### config.mk
export PLATFORM = sky130hd
export DESIGN_NAME = spiTimingSeq
export DESIGN_NICKNAME = d
export VERILOG_FILES = /design/src/rtl/spiTimingPkg.sv /design/src/rtl/spiTimingPath.sv /design/src/rtl/spiTimingCtl.sv /design/src/rtl/spiTimingSeq.sv
export SDC_FILE = /design/constraint.sdc
export NUM_CORES = 1
export LEC_CHECK = 0
export BUFFER_PORTS_ARGS = -buffer_cell sky130_fd_sc_hd__buf_2
export CORE_MARGIN = 1.5
export CORE_UTILIZATION = 46
export DETAILED_ROUTE_END_ITERATION = 8
export GPL_TIMING_DRIVEN = 0
export PLACE_DENSITY = 0.66
export SETUP_SLACK_MARGIN = 0.1
export SLEW_MARGIN = 10
export SYNTH_ARGS = -nofsm -noshare
export SYNTH_HDL_FRONTEND = slang
export SYNTH_SLANG_ARGS = --single-unit
### constraint.sdc
create_clock -name clk -period 4 [get_ports clk]
set_clock_uncertainty 0.05 [all_clocks]
set_input_delay 1 -clock clk [delete_from_list [all_inputs] [get_ports clk]]
set_output_delay 1 -clock clk [all_outputs]
set_load 0.01 [all_outputs]
### src/rtl/spiTimingPkg.sv
`timescale 1ns/1ps
package spiTimingPkg;
  localparam int FIELD_W = 8;
  localparam int CFG_W   = 4 * FIELD_W;
  localparam int CNT_W   = FIELD_W + 1;

  typedef enum logic [2:0] {
    PH_IDLE, PH_LEAD, PH_HIGH, PH_LOW, PH_GAP, PH_TRAIL, PH_POST, PH_PRE
  } seqPhase_e;

  // Field order matters: a register decode places these at fixed bit positions.
  typedef struct packed {
    logic [FIELD_W-1:0] sckToCs;   // 31:24
    logic [FIELD_W-1:0] csToSck;   // 23:16
    logic [FIELD_W-1:0] xferGap;   // 15:8
    logic [FIELD_W-1:0] sckDiv;    // 7:0
  } timingCfg_t;

  typedef struct packed {
    seqPhase_e phase;
    logic      run;
    logic      cntClr;
    logic      cmdLoad;
    logic      bitClr;
    logic      bitInc;
  } seqCtl_t;
endpackage

### src/rtl/spiTimingPath.sv
`timescale 1ns/1ps
module spiTimingPath
  import spiTimingPkg::*;
#(
  parameter int MAX_BITS = 32,
  parameter int PRESC_W  = 3,
  localparam int LEN_W   = $clog2(MAX_BITS),
  localparam int PRE_W   = (1 << PRESC_W) - 1
) (
  input  logic               clk,
  input  logic               rstN,
  input  logic               enable,
  input  logic               cfgWrEn,
  input  logic [CFG_W-1:0]   cfgWrData,
  input  logic [PRESC_W-1:0] prescale,
  input  logic [LEN_W-1:0]   wordLenIn,
  input  seqCtl_t            ctl,
  output logic               phaseEnd,
  output logic               lastBit
);
  timingCfg_t cfgQ;
  always_ff @(posedge clk or negedge rstN) begin
    if (!rstN)                    cfgQ <= '0;
    else if (cfgWrEn && !enable)  cfgQ <= timingCfg_t'(cfgWrData);
  end

  // Prescaler: runs only while a sequence is active so every interval is whole ticks.
  logic [PRE_W-1:0] preCnt, preMask;
  logic             tick;
  assign preMask = ~({PRE_W{1'b1}} << prescale);
  always_ff @(posedge clk or negedge rstN) begin
    if (!rstN)        preCnt <= '0;
    else if (ctl.run) preCnt <= preCnt + PRE_W'(1);
    else              preCnt <= '0;
  end
  assign tick = ctl.run && ((preCnt & preMask) == preMask);

  function automatic logic [CNT_W-1:0] widen(input logic [FIELD_W-1:0] f);
    return {1'b0, f};
  endfunction

  logic [CNT_W-1:0] limit;
  always_comb begin
    case (ctl.phase)
      PH_LEAD:  limit = widen(cfgQ.csToSck) + CNT_W'(1);
      PH_HIGH:  limit = (widen(cfgQ.sckDiv) + CNT_W'(3)) >> 1;
      PH_LOW:   limit = (widen(cfgQ.sckDiv) + CNT_W'(2)) >> 1;
      PH_GAP:   limit = widen(cfgQ.xferGap) + CNT_W'(1);
      PH_TRAIL: limit = widen(cfgQ.sckToCs) + CNT_W'(1);
      PH_POST:  limit = (widen(cfgQ.xferGap) + CNT_W'(3)) >> 1;
      PH_PRE:   limit = (widen(cfgQ.xferGap) + CNT_W'(2)) >> 1;
      default:  limit = CNT_W'(1);
    endcase
  end

  logic [CNT_W-1:0] phaseCnt;
  always_ff @(posedge clk or negedge rstN) begin
    if (!rstN)           phaseCnt <= '0;
    else if (ctl.cntClr) phaseCnt <= '0;
    else if (tick)       phaseCnt <= phaseCnt + CNT_W'(1);
  end
  assign phaseEnd = tick && (phaseCnt == limit - CNT_W'(1));

  logic [LEN_W-1:0] wordLenQ, bitCnt;
  always_ff @(posedge clk or negedge rstN) begin
    if (!rstN) begin
      wordLenQ <= '0;
      bitCnt   <= '0;
    end else begin
      if (ctl.cmdLoad)     wordLenQ <= wordLenIn;
      if (ctl.bitClr)      bitCnt   <= '0;
      else if (ctl.bitInc) bitCnt   <= bitCnt + LEN_W'(1);
    end
  end
  assign lastBit = (bitCnt == wordLenQ);
endmodule

### src/rtl/spiTimingCtl.sv
`timescale 1ns/1ps
module spiTimingCtl
  import spiTimingPkg::*;
(
  input  logic    clk,
  input  logic    rstN,
  input  logic    enable,
  input  logic    startIn,
  input  logic    keepIn,
  input  logic    phaseEnd,
  input  logic    lastBit,
  output seqCtl_t ctl,
  output logic    pcsN,
  output logic    sck,
  output logic    sampleStb,
  output logic    shiftStb,
  output logic    busy,
  output logic    done
);
  seqPhase_e phase, phaseNxt;
  logic pendQ, pendNxt;
  logic pcsNxt, sckNxt, sampNxt, shiftNxt, busyNxt, doneNxt;
  logic startOk;
  assign startOk = startIn && enable;

  always_comb begin
    phaseNxt    = phase;
    pendNxt     = pendQ;
    pcsNxt      = pcsN;
    sckNxt      = sck;
    sampNxt     = 1'b0;
    shiftNxt    = 1'b0;
    busyNxt     = busy;
    doneNxt     = 1'b0;
    ctl.cmdLoad = 1'b0;
    ctl.bitClr  = 1'b0;
    ctl.bitInc  = 1'b0;
    case (phase)
      PH_IDLE: if (startOk) begin
        phaseNxt    = PH_LEAD;
        ctl.cmdLoad = 1'b1;
        ctl.bitClr  = 1'b1;
        pcsNxt      = 1'b0;
        busyNxt     = 1'b1;
      end
      PH_LEAD, PH_LOW, PH_GAP: if (phaseEnd) begin
        phaseNxt = PH_HIGH;
        sckNxt   = 1'b1;
        sampNxt  = 1'b1;
      end
      PH_HIGH: if (phaseEnd) begin
        sckNxt   = 1'b0;
        shiftNxt = 1'b1;
        if (!lastBit) begin
          phaseNxt   = PH_LOW;
          ctl.bitInc = 1'b1;
        end else if (keepIn) begin
          phaseNxt    = PH_GAP;
          ctl.cmdLoad = 1'b1;
          ctl.bitClr  = 1'b1;
        end else begin
          phaseNxt = PH_TRAIL;
        end
      end
      PH_TRAIL: if (phaseEnd) begin
        phaseNxt = PH_POST;
        pcsNxt   = 1'b1;
      end
      PH_POST: if (phaseEnd) begin
        phaseNxt = PH_PRE;
        if (startOk) begin
          pendNxt     = 1'b1;
          ctl.cmdLoad = 1'b1;
          ctl.bitClr  = 1'b1;
        end
      end
      PH_PRE: if (phaseEnd) begin
        if (pendQ) begin
          phaseNxt = PH_LEAD;
          pcsNxt   = 1'b0;
          pendNxt  = 1'b0;
        end else begin
          phaseNxt = PH_IDLE;
          busyNxt  = 1'b0;
          doneNxt  = 1'b1;
        end
      end
      default: phaseNxt = PH_IDLE;
    endcase
    ctl.phase  = phase;
    ctl.run    = (phase != PH_IDLE);
    ctl.cntClr = (phaseNxt != phase) || (phase == PH_IDLE);
  end

  always_ff @(posedge clk or negedge rstN) begin
    if (!rstN) begin
      phase     <= PH_IDLE;
      pendQ     <= 1'b0;
      pcsN      <= 1'b1;
      sck       <= 1'b0;
      sampleStb <= 1'b0;
      shiftStb  <= 1'b0;
      busy      <= 1'b0;
      done      <= 1'b0;
    end else begin
      phase     <= phaseNxt;
      pendQ     <= pendNxt;
      pcsN      <= pcsNxt;
      sck       <= sckNxt;
      sampleStb <= sampNxt;
      shiftStb  <= shiftNxt;
      busy      <= busyNxt;
      done      <= doneNxt;
    end
  end
endmodule

### src/rtl/spiTimingSeq.sv
`timescale 1ns/1ps
module spiTimingSeq
  import spiTimingPkg::*;
#(
  parameter int MAX_BITS = 32,
  parameter int PRESC_W  = 3,
  localparam int LEN_W   = $clog2(MAX_BITS)
) (
  input  logic               clk,
  input  logic               rstN,
  input  logic               enable,
  input  logic               cfgWrEn,
  input  logic [CFG_W-1:0]   cfgWrData,
  input  logic [PRESC_W-1:0] prescale,
  input  logic               start,
  input  logic [LEN_W-1:0]   wordLen,
  input  logic               keepCs,
  output logic               pcsN,
  output logic               sck,
  output logic               sampleStb,
  output logic               shiftStb,
  output logic               busy,
  output logic               done
);
  seqCtl_t ctl;
  logic    phaseEnd, lastBit;

  spiTimingPath #(.MAX_BITS(MAX_BITS), .PRESC_W(PRESC_W)) path (
    .clk(clk), .rstN(rstN), .enable(enable), .cfgWrEn(cfgWrEn),
    .cfgWrData(cfgWrData), .prescale(prescale), .wordLenIn(wordLen),
    .ctl(ctl), .phaseEnd(phaseEnd), .lastBit(lastBit)
  );

  spiTimingCtl ctrl (
    .clk(clk), .rstN(rstN), .enable(enable), .startIn(start), .keepIn(keepCs),
    .phaseEnd(phaseEnd), .lastBit(lastBit), .ctl(ctl), .pcsN(pcsN), .sck(sck),
    .sampleStb(sampleStb), .shiftStb(shiftStb), .busy(busy), .done(done)
  );
endmodule

---- After elaboration in Yosys (flattened, before gate mapping) ----
Index checks and enable logic that the tools add are counted.
storage, ports and cells
  logic and storage cells ................. 112
  input port bits ......................... 46
  flip-flop bits (word level) ............. 68
operators by class
  reductions and logical operators ........ 19
  muxes and demuxes ....................... 43
  bitwise gates (word level) .............. 2
  add/sub/neg operators ................... 11
  equality and inequality tests ........... 20
  shift-type cells ........................ 1
operator list
  operator                                                                 count
  9-bit one-hot mux with 7 select lines                                    1
  8-bit by 2-bit adder with 9-bit output, second input constant            4
  8-bit by 1-bit adder with 9-bit output, second input constant            3
  3-bit 2-to-1 mux                                                         8
  1-bit 2-to-1 mux                                                         19
  9-bit 2-to-1 mux                                                         2
  3-bit one-hot mux with 6 select lines                                    1
  2-bit by 1-bit inequality test with 1-bit output, second input constant  8
  3-bit equality test, second input constant                               4
  5-bit 2-to-1 mux                                                         2
  2-bit nonzero test                                                       5
  9-bit by 1-bit adder with 9-bit output, second input constant            1
  9-bit equality test                                                      1
  9-bit by 1-bit subtractor with 9-bit output, second input constant       1
  2-bit 2-to-1 mux                                                         4
  4-bit AND reduction                                                      2
  7-bit by 1-bit adder with 7-bit output, second input constant            1
  7-bit bitwise AND                                                        1
  7-bit equality test                                                      1
  7-bit 2-to-1 mux                                                         1
  7-bit inverter                                                           1
  7-bit by 3-bit left shift with 7-bit output, first input constant        1
  3-bit by 2-bit equality test with 1-bit output, second input constant    2
  1-bit one-hot mux with 2 select lines                                    3
  15 further kinds                                                         19

---- Longest topological paths before layout ----
  depth in word-level cells ............... 11
  mapped depth ............................ 17

---- By module ----
Synthesis repeated with hierarchy kept, for this count alone.
second synthesis, totals
  cell total of the unflattened synthesis .. 448
  area total of the unflattened synthesis .. 4521.8 sq um
by module, submodules not included
  module         sequential area each (sq um)  area an instance (sq um)  instances  cells each
  spiTimingPath  1451.4                        3967.6                    1          392
  spiTimingCtl   251.5                         554.3                     1          56

---- Least setup slack after synthesis ----
Ideal clock, no wire load.
  path kind ............................... register to register
  from .................................... reg ctrl.phase[0]
  to ...................................... reg path.bitCnt[2]
  period minus slack after synthesis ...... 4.124 ns
  library setup time ...................... 0.077 ns
  stages on the path, launching flop included .. 16
  data arrival time ....................... 3.996 ns
  required time ........................... 3.873 ns
  slack ................................... -0.124 ns
  cells stage by stage .................... dfrtp_1 buf_6 nand3b_2 mux2i_1 ha_1 mux4_1 o2111ai_2 o211ai_2 nor4_4 and3_1 a211oi_1 o31a_1 or3_1 buf_2 or3_1 a21oi_1
between the ends
  cells in the longest elaborated chain, start to end .. 8
  elaborated cells between the ends (all ways) .. 20
  those cells by class .................... add/sub (1); eq/ne (8); mux (6); reduce/logical (5)
RTL lines
  element                                                                    RTL line                                RTL
  start, declared                                                            spiTimingCtl.sv:20                      seqPhase_e phase, phaseNxt;
  start signal, assigned                                                     spiTimingCtl.sv:106                     phase <= phaseNxt;
  3-bit equality test, or another cell as far along                          spiTimingPath.sv:44                     case (ctl.phase)
  9-bit one-hot mux with 7 select lines                                      spiTimingPath.sv:44
  9-bit by 1-bit subtractor with 9-bit output                                spiTimingPath.sv:62                     assign phaseEnd = tick && (phaseCnt == limit - CNT_W'(1));
  9-bit equality test                                                        spiTimingPath.sv:62
  1-bit logical AND                                                          spiTimingPath.sv:62
  2-bit 2-to-1 mux or 3-bit 2-to-1 mux (tied branches)                       spiTimingCtl.sv:69, spiTimingCtl.sv:51
  2-bit one-hot mux with 3 select lines or 1-bit 2-to-1 mux (tied branches)  spiTimingCtl.sv:38                      case (phase)
  5-bit 2-to-1 mux or 2-bit nonzero test (tied branches)                     --
  end signal, assigned                                                       spiTimingPath.sv:72                     else if (ctl.bitInc) bitCnt <= bitCnt + LEN_W'(1);
  end, declared                                                              spiTimingPath.sv:64                     logic [LEN_W-1:0] wordLenQ, bitCnt;
Parallel ways exist; a longest one is shown, timed or not.
A chain may end at the register's enable or synchronous reset.

---- Worst setup path after layout ----
Ends and elaborated chain as after synthesis.

==> results.rst <==
.. list-table::
   :header-rows: 1

   * - Metric
     - Value
   * - Busiest layer in global routing
     - met2
   * - Number of remaining DRC errors
     - 0
   * - Number of synthesized register bits
     - 68
   * - Comb power frac
     - 0.384
   * - Launch point of the critical path
     - ctrl.phase[0]
   * - Worst Min Path Start
     - path.cfgQ[23]
   * - Post-Layout Cell Count
     - 692
   * - Net count after synthesis
     - 522
   * - Number of maximum-capacitance violations
     - 0
   * - Fraction of registers with async set/reset
     - 1.000
   * - Fraction of met1 tracks used by global routing
     - 0.3198
   * - Min setup slack post-route
     - -0.1502 ns
   * - Power per cell area
     - 421.0 nW/µm²
   * - Total Nets Final
     - 607
   * - Half-perimeter wire length after placement
     - 8.738 mm
   * - Internal power component
     - 1536 µW
   * - Instance count of the mapped netlist
     - 469
   * - Worst reg2reg path startpoint
     - ctrl.phase[0]
   * - Clock tree sinks
     - 68
   * - Clock network fraction of total power
     - 0.216
   * - Post-layout power
     - 2414 µW
   * - Crit-path max FO
     - 6
   * - Data arrival time at the worst-slack endpoint
     - 4.38 ns
   * - Critical path startpoint category
     - register
   * - Number of unique standard cell types used by synthesis
     - 78
   * - Initial core utilization
     - 0.4778
   * - Clock tree from TritonCTS
     - done
   * - Share of power burned in registers
     - 0.400
   * - Switching Fraction
     - 0.3637
   * - Clock latency at the later pin of the worst-skew pair
     - 0.34 ns
   * - Global-route wire length before repair
     - 19.80 mm
   * - Placeable core region
     - 9819 µm²
   * - Detailed-routing iteration count for the pre-antenna-repair pass
     - 5
   * - Chip height
     - 104.0 µm
   * - Detailed-route via count
     - 4039
   * - Fraction of the yosys area taken by sequential cells
     - 0.3629
   * - Slew of the pin with the lowest slew margin
     - 0.7847 ns
   * - Total leakage power
     - 0.002451 µW
   * - Area occupied by multi-input gates
     - 3008 µm²
   * - First-iteration detailed-routing DRC count
     - 321
   * - Share of cells above drive strength 1
     - 0.3703
   * - Final-layout fill cell count
     - 896
   * - Die area
     - 10820 µm²
   * - Placed Instance Area
     - 5167 µm²
   * - Maximum vdd drop
     - 0.1777 mV
   * - Clock-pin transition on the worst setup and hold timing paths
     - 0.08 ns
   * - Aggregate negative setup slack
     - -0.8555 ns
   * - Final cycle utilization of the critical path
     - 1.038
   * - Pin count of the biggest net entering global routing
     - 46
   * - Met2 layer usage reported by global route
     - 0.3661
   * - Total detailed-routing wirelength
     - 12.33 mm
   * - Fin. Hold Viols
     - 0
   * - Clock root buffer
     - sky130_fd_sc_hd__clkbuf_8
   * - Dominant register cell in the synthesized netlist
     - sky130_fd_sc_hd__dfrtp_1
   * - Seq. cell area
     - 1703 µm²
   * - Synthesis Warnings
     - 0
   * - Post-Place Cells
     - 654
   * - Final cell utilization of the core
     - 0.5840
   * - Total standard cell area after synthesis
     - 4692 µm²
   * - Startpoint-to-endpoint class of the critical path
     - register to register
   * - RSZ-0062 raised after global routing
     - yes
   * - Number of ports placed on the die boundary
     - 52
   * - Max Slew Vio Count
     - 0
   * - Number of antenna violations at the first check in global routing
     - 0
   * - Antenna cells
     - 0
   * - Remaining number of nets flagged by the antenna check after routing
     - 0
   * - Final-report setup violation count
     - 13
   * - Buffer depth of the longest clock path
     - 2
   * - Net Switching
     - 877.9 µW
   * - Max-slew headroom
     - 0.4737
   * - Design Area, Final
     - 5734 µm²
   * - Violated checks
     - setup timing
   * - Count of buffers from port buffering
     - 51
   * - Crit. End Element
     - register
   * - Cts bufs inserted
     - 9
   * - Minimum clock period after layout
     - 4.150 ns
   * - Hold buffer count at cts
     - 0
   * - Area growth syn-to-layout
     - 22.21%
   * - Number of global-route vias before repair
     - 3920
   * - Final estimated routing congestion in global placement
     - 0.8935
   * - Most frequent cells in the layout
     - 67 x sky130_fd_sc_hd__dfrtp_1, 59 x sky130_fd_sc_hd__buf_2, 49 x sky130_fd_sc_hd__mux2_2
   * - Hold Path Class
     - register to register
   * - Met3 routing resource usage after global routing
     - 0.04010
   * - Critical path required time
     - 4.23 ns
   * - Most common cell after layout, fill and taps aside
     - sky130_fd_sc_hd__dfrtp_1
   * - H-tree levels
     - 3
   * - Overflow left after global routing
     - 0
   * - Average wire per standard cell
     - 17.82 µm
   * - Core Rows
     - 36
   * - Vias per inst
     - 5.837
   * - Die boundary width
     - 104.0 µm
   * - Result of the run
     - finished, violations left
   * - Mean instance size in the synthesized netlist
     - 10.00 µm²
   * - Post-synth EDFFs
     - 0
   * - Global router's overall resource usage
     - 0.2280
   * - Highest achievable clock rate
     - 241.0 MHz
worst max-delay path, cell delays in order, from the launching register on:
cell and delay, ns:
sky130_fd_sc_hd__dfrtp_1 0.39, sky130_fd_sc_hd__buf_6 0.14, sky130_fd_sc_hd__nand3b_4 0.18, sky130_fd_sc_hd__mux2i_1 0.21, sky130_fd_sc_hd__ha_2 0.25, sky130_fd_sc_hd__mux4_2 0.54
sky130_fd_sc_hd__o2111ai_4 0.27, sky130_fd_sc_hd__o211ai_4 0.14, sky130_fd_sc_hd__nor4_4 0.31, sky130_fd_sc_hd__a21boi_2 0.21, sky130_fd_sc_hd__nor3_1 0.06, sky130_fd_sc_hd__o31a_1 0.35
sky130_fd_sc_hd__or3_1 0.38, sky130_fd_sc_hd__buf_6 0.14, sky130_fd_sc_hd__or3_4 0.32, sky130_fd_sc_hd__a21oi_2 0.13
flip-flops by register name, indices dropped and copies added, names as in the netlist:
signal          flops
path.wordLenQ       5
ctrl.busy           1
ctrl.sck            1
path.bitCnt         5
path.phaseCnt       9
ctrl.pcsN           1
ctrl.phase          3
path.preCnt         7
path.cfgQ          32
ctrl.pendQ          1
ctrl.shiftStb       1
ctrl.done           1
ctrl.sampleStb      1
metrics by stage:
stage / hold WS, ns / worst slack [ns]
CTS: 0.4622 / -0.08831
global placement: 0.4398 / -0.3820
global route: 0.4671 / -0.2406
floorplan: 0.4165 / 0.1060
detailed placement: 0.4459 / -0.4225
finish: 0.4572 / -0.1502
what timing repair did:
item | CTS | global route
pin swaps | 16 | 16
endpoints found under the setup margin | 29 | 29
gates cloned | 1 | 0
buffers inserted | 16 | 7
gates resized for setup | 22 | 26
cell type report:
cell class,count,area share
Sequential cell,68,0.2970
Clock inverter,2,0.001746
Buffer,30,0.03077
Timing Repair Buffer,75,0.08204
Clock buffer,14,0.02837
Inverter,10,0.006546
Multi-Input combinational cell,360,0.5245
Tap cell,133,0.02902
synth_stat cells (2+ instances only):
cell type                   count  area, µm²
sky130_fd_sc_hd__a211oi_1       5      37.54
sky130_fd_sc_hd__a21boi_0       2      15.01
sky130_fd_sc_hd__a21o_1         2      15.01
sky130_fd_sc_hd__a21oi_1       19      95.09
sky130_fd_sc_hd__a221oi_1       2      17.52
sky130_fd_sc_hd__a22oi_1        2      15.01
sky130_fd_sc_hd__a31oi_1        3      18.77
sky130_fd_sc_hd__and2_1         4      25.02
sky130_fd_sc_hd__and3_1         9      56.30
sky130_fd_sc_hd__and3b_1        3      26.28
sky130_fd_sc_hd__and4_1         5      43.79
sky130_fd_sc_hd__buf_1          5      18.77
sky130_fd_sc_hd__buf_2         12      60.06
sky130_fd_sc_hd__buf_6          3      33.78
sky130_fd_sc_hd__clkbuf_1      10      37.54
sky130_fd_sc_hd__dfrtp_1       67       1677
sky130_fd_sc_hd__ha_1           7      87.58
sky130_fd_sc_hd__inv_1         10      37.54
sky130_fd_sc_hd__mux2_2        53      596.8
sky130_fd_sc_hd__mux2i_1       19      190.2
sky130_fd_sc_hd__nand2_1       21      78.83
sky130_fd_sc_hd__nand2b_1       5      31.28
sky130_fd_sc_hd__nand3_1       18      90.09
sky130_fd_sc_hd__nand3b_1       3      22.52
sky130_fd_sc_hd__nand4_1       11      68.82
sky130_fd_sc_hd__nor2_1        37      138.9
sky130_fd_sc_hd__nor2b_1        3      18.77
sky130_fd_sc_hd__nor3_1        19      95.09
sky130_fd_sc_hd__nor3b_1        5      37.54
sky130_fd_sc_hd__nor4_1         2      12.51
sky130_fd_sc_hd__nor4_4         2      42.54
sky130_fd_sc_hd__nor4b_1        2      17.52
sky130_fd_sc_hd__o2111ai_1      2      17.52
sky130_fd_sc_hd__o211ai_1       4      30.03
sky130_fd_sc_hd__o21ai_0       11      55.05
sky130_fd_sc_hd__o21ai_1        2      10.01
sky130_fd_sc_hd__o21bai_1       2      15.01
sky130_fd_sc_hd__o31ai_1        2      15.01
sky130_fd_sc_hd__or2_2          2      12.51
sky130_fd_sc_hd__or3_1          4      25.02
sky130_fd_sc_hd__xnor2_1       20      175.2
sky130_fd_sc_hd__xor2_1        14      122.6
path summary, 6_finish.rpt:
kind,to,slack [ns],depth (start not counted)
worst max register to register,path.bitCnt[2],-0.15,15
worst min register to register,path.cfgQ[23],0.46,1
worst max-delay path,path.bitCnt[2],-0.15,15
max in group asynchronous,ctrl.pcsN,2.81,2
min in group asynchronous,path.cfgQ[31],0.52,1
worst min-delay path,path.cfgQ[23],0.46,1
power groups by stage:
stage          clock [µW]  sequential, µW  combinational [µW]
2_1_floorplan           0             933                 658
3_3_place_gp            0             967                 805
3_5_place_dp            0             972                 830
4_1_cts               534             961                 896
5_1_grt               558             985                1020
6_report              521             967                 926
layer usage:
metal	up-vias	share of wire
li1	1901	-
met1	1977	0.45
met2	142	0.48
met3	19	0.060
met4	0	0.013
met5	-	0
kinds of logic (layout without fill, tap and decap cells):
group / Yosys count / count (layout) / share of synthesized area
xor+xnor: 35 / 35 / 0.06827
simple gates: 164 / 164 / 0.2005
flops: 68 / 68 / 0.3629
mux: 77 / 77 / 0.1885
fa+ha+maj: 7 / 7 / 0.01867
compound gates: 77 / 77 / 0.1195
buf+inv: 41 / 131 / 0.04160
No activity file was read; power rests on OpenSTA's default activity.
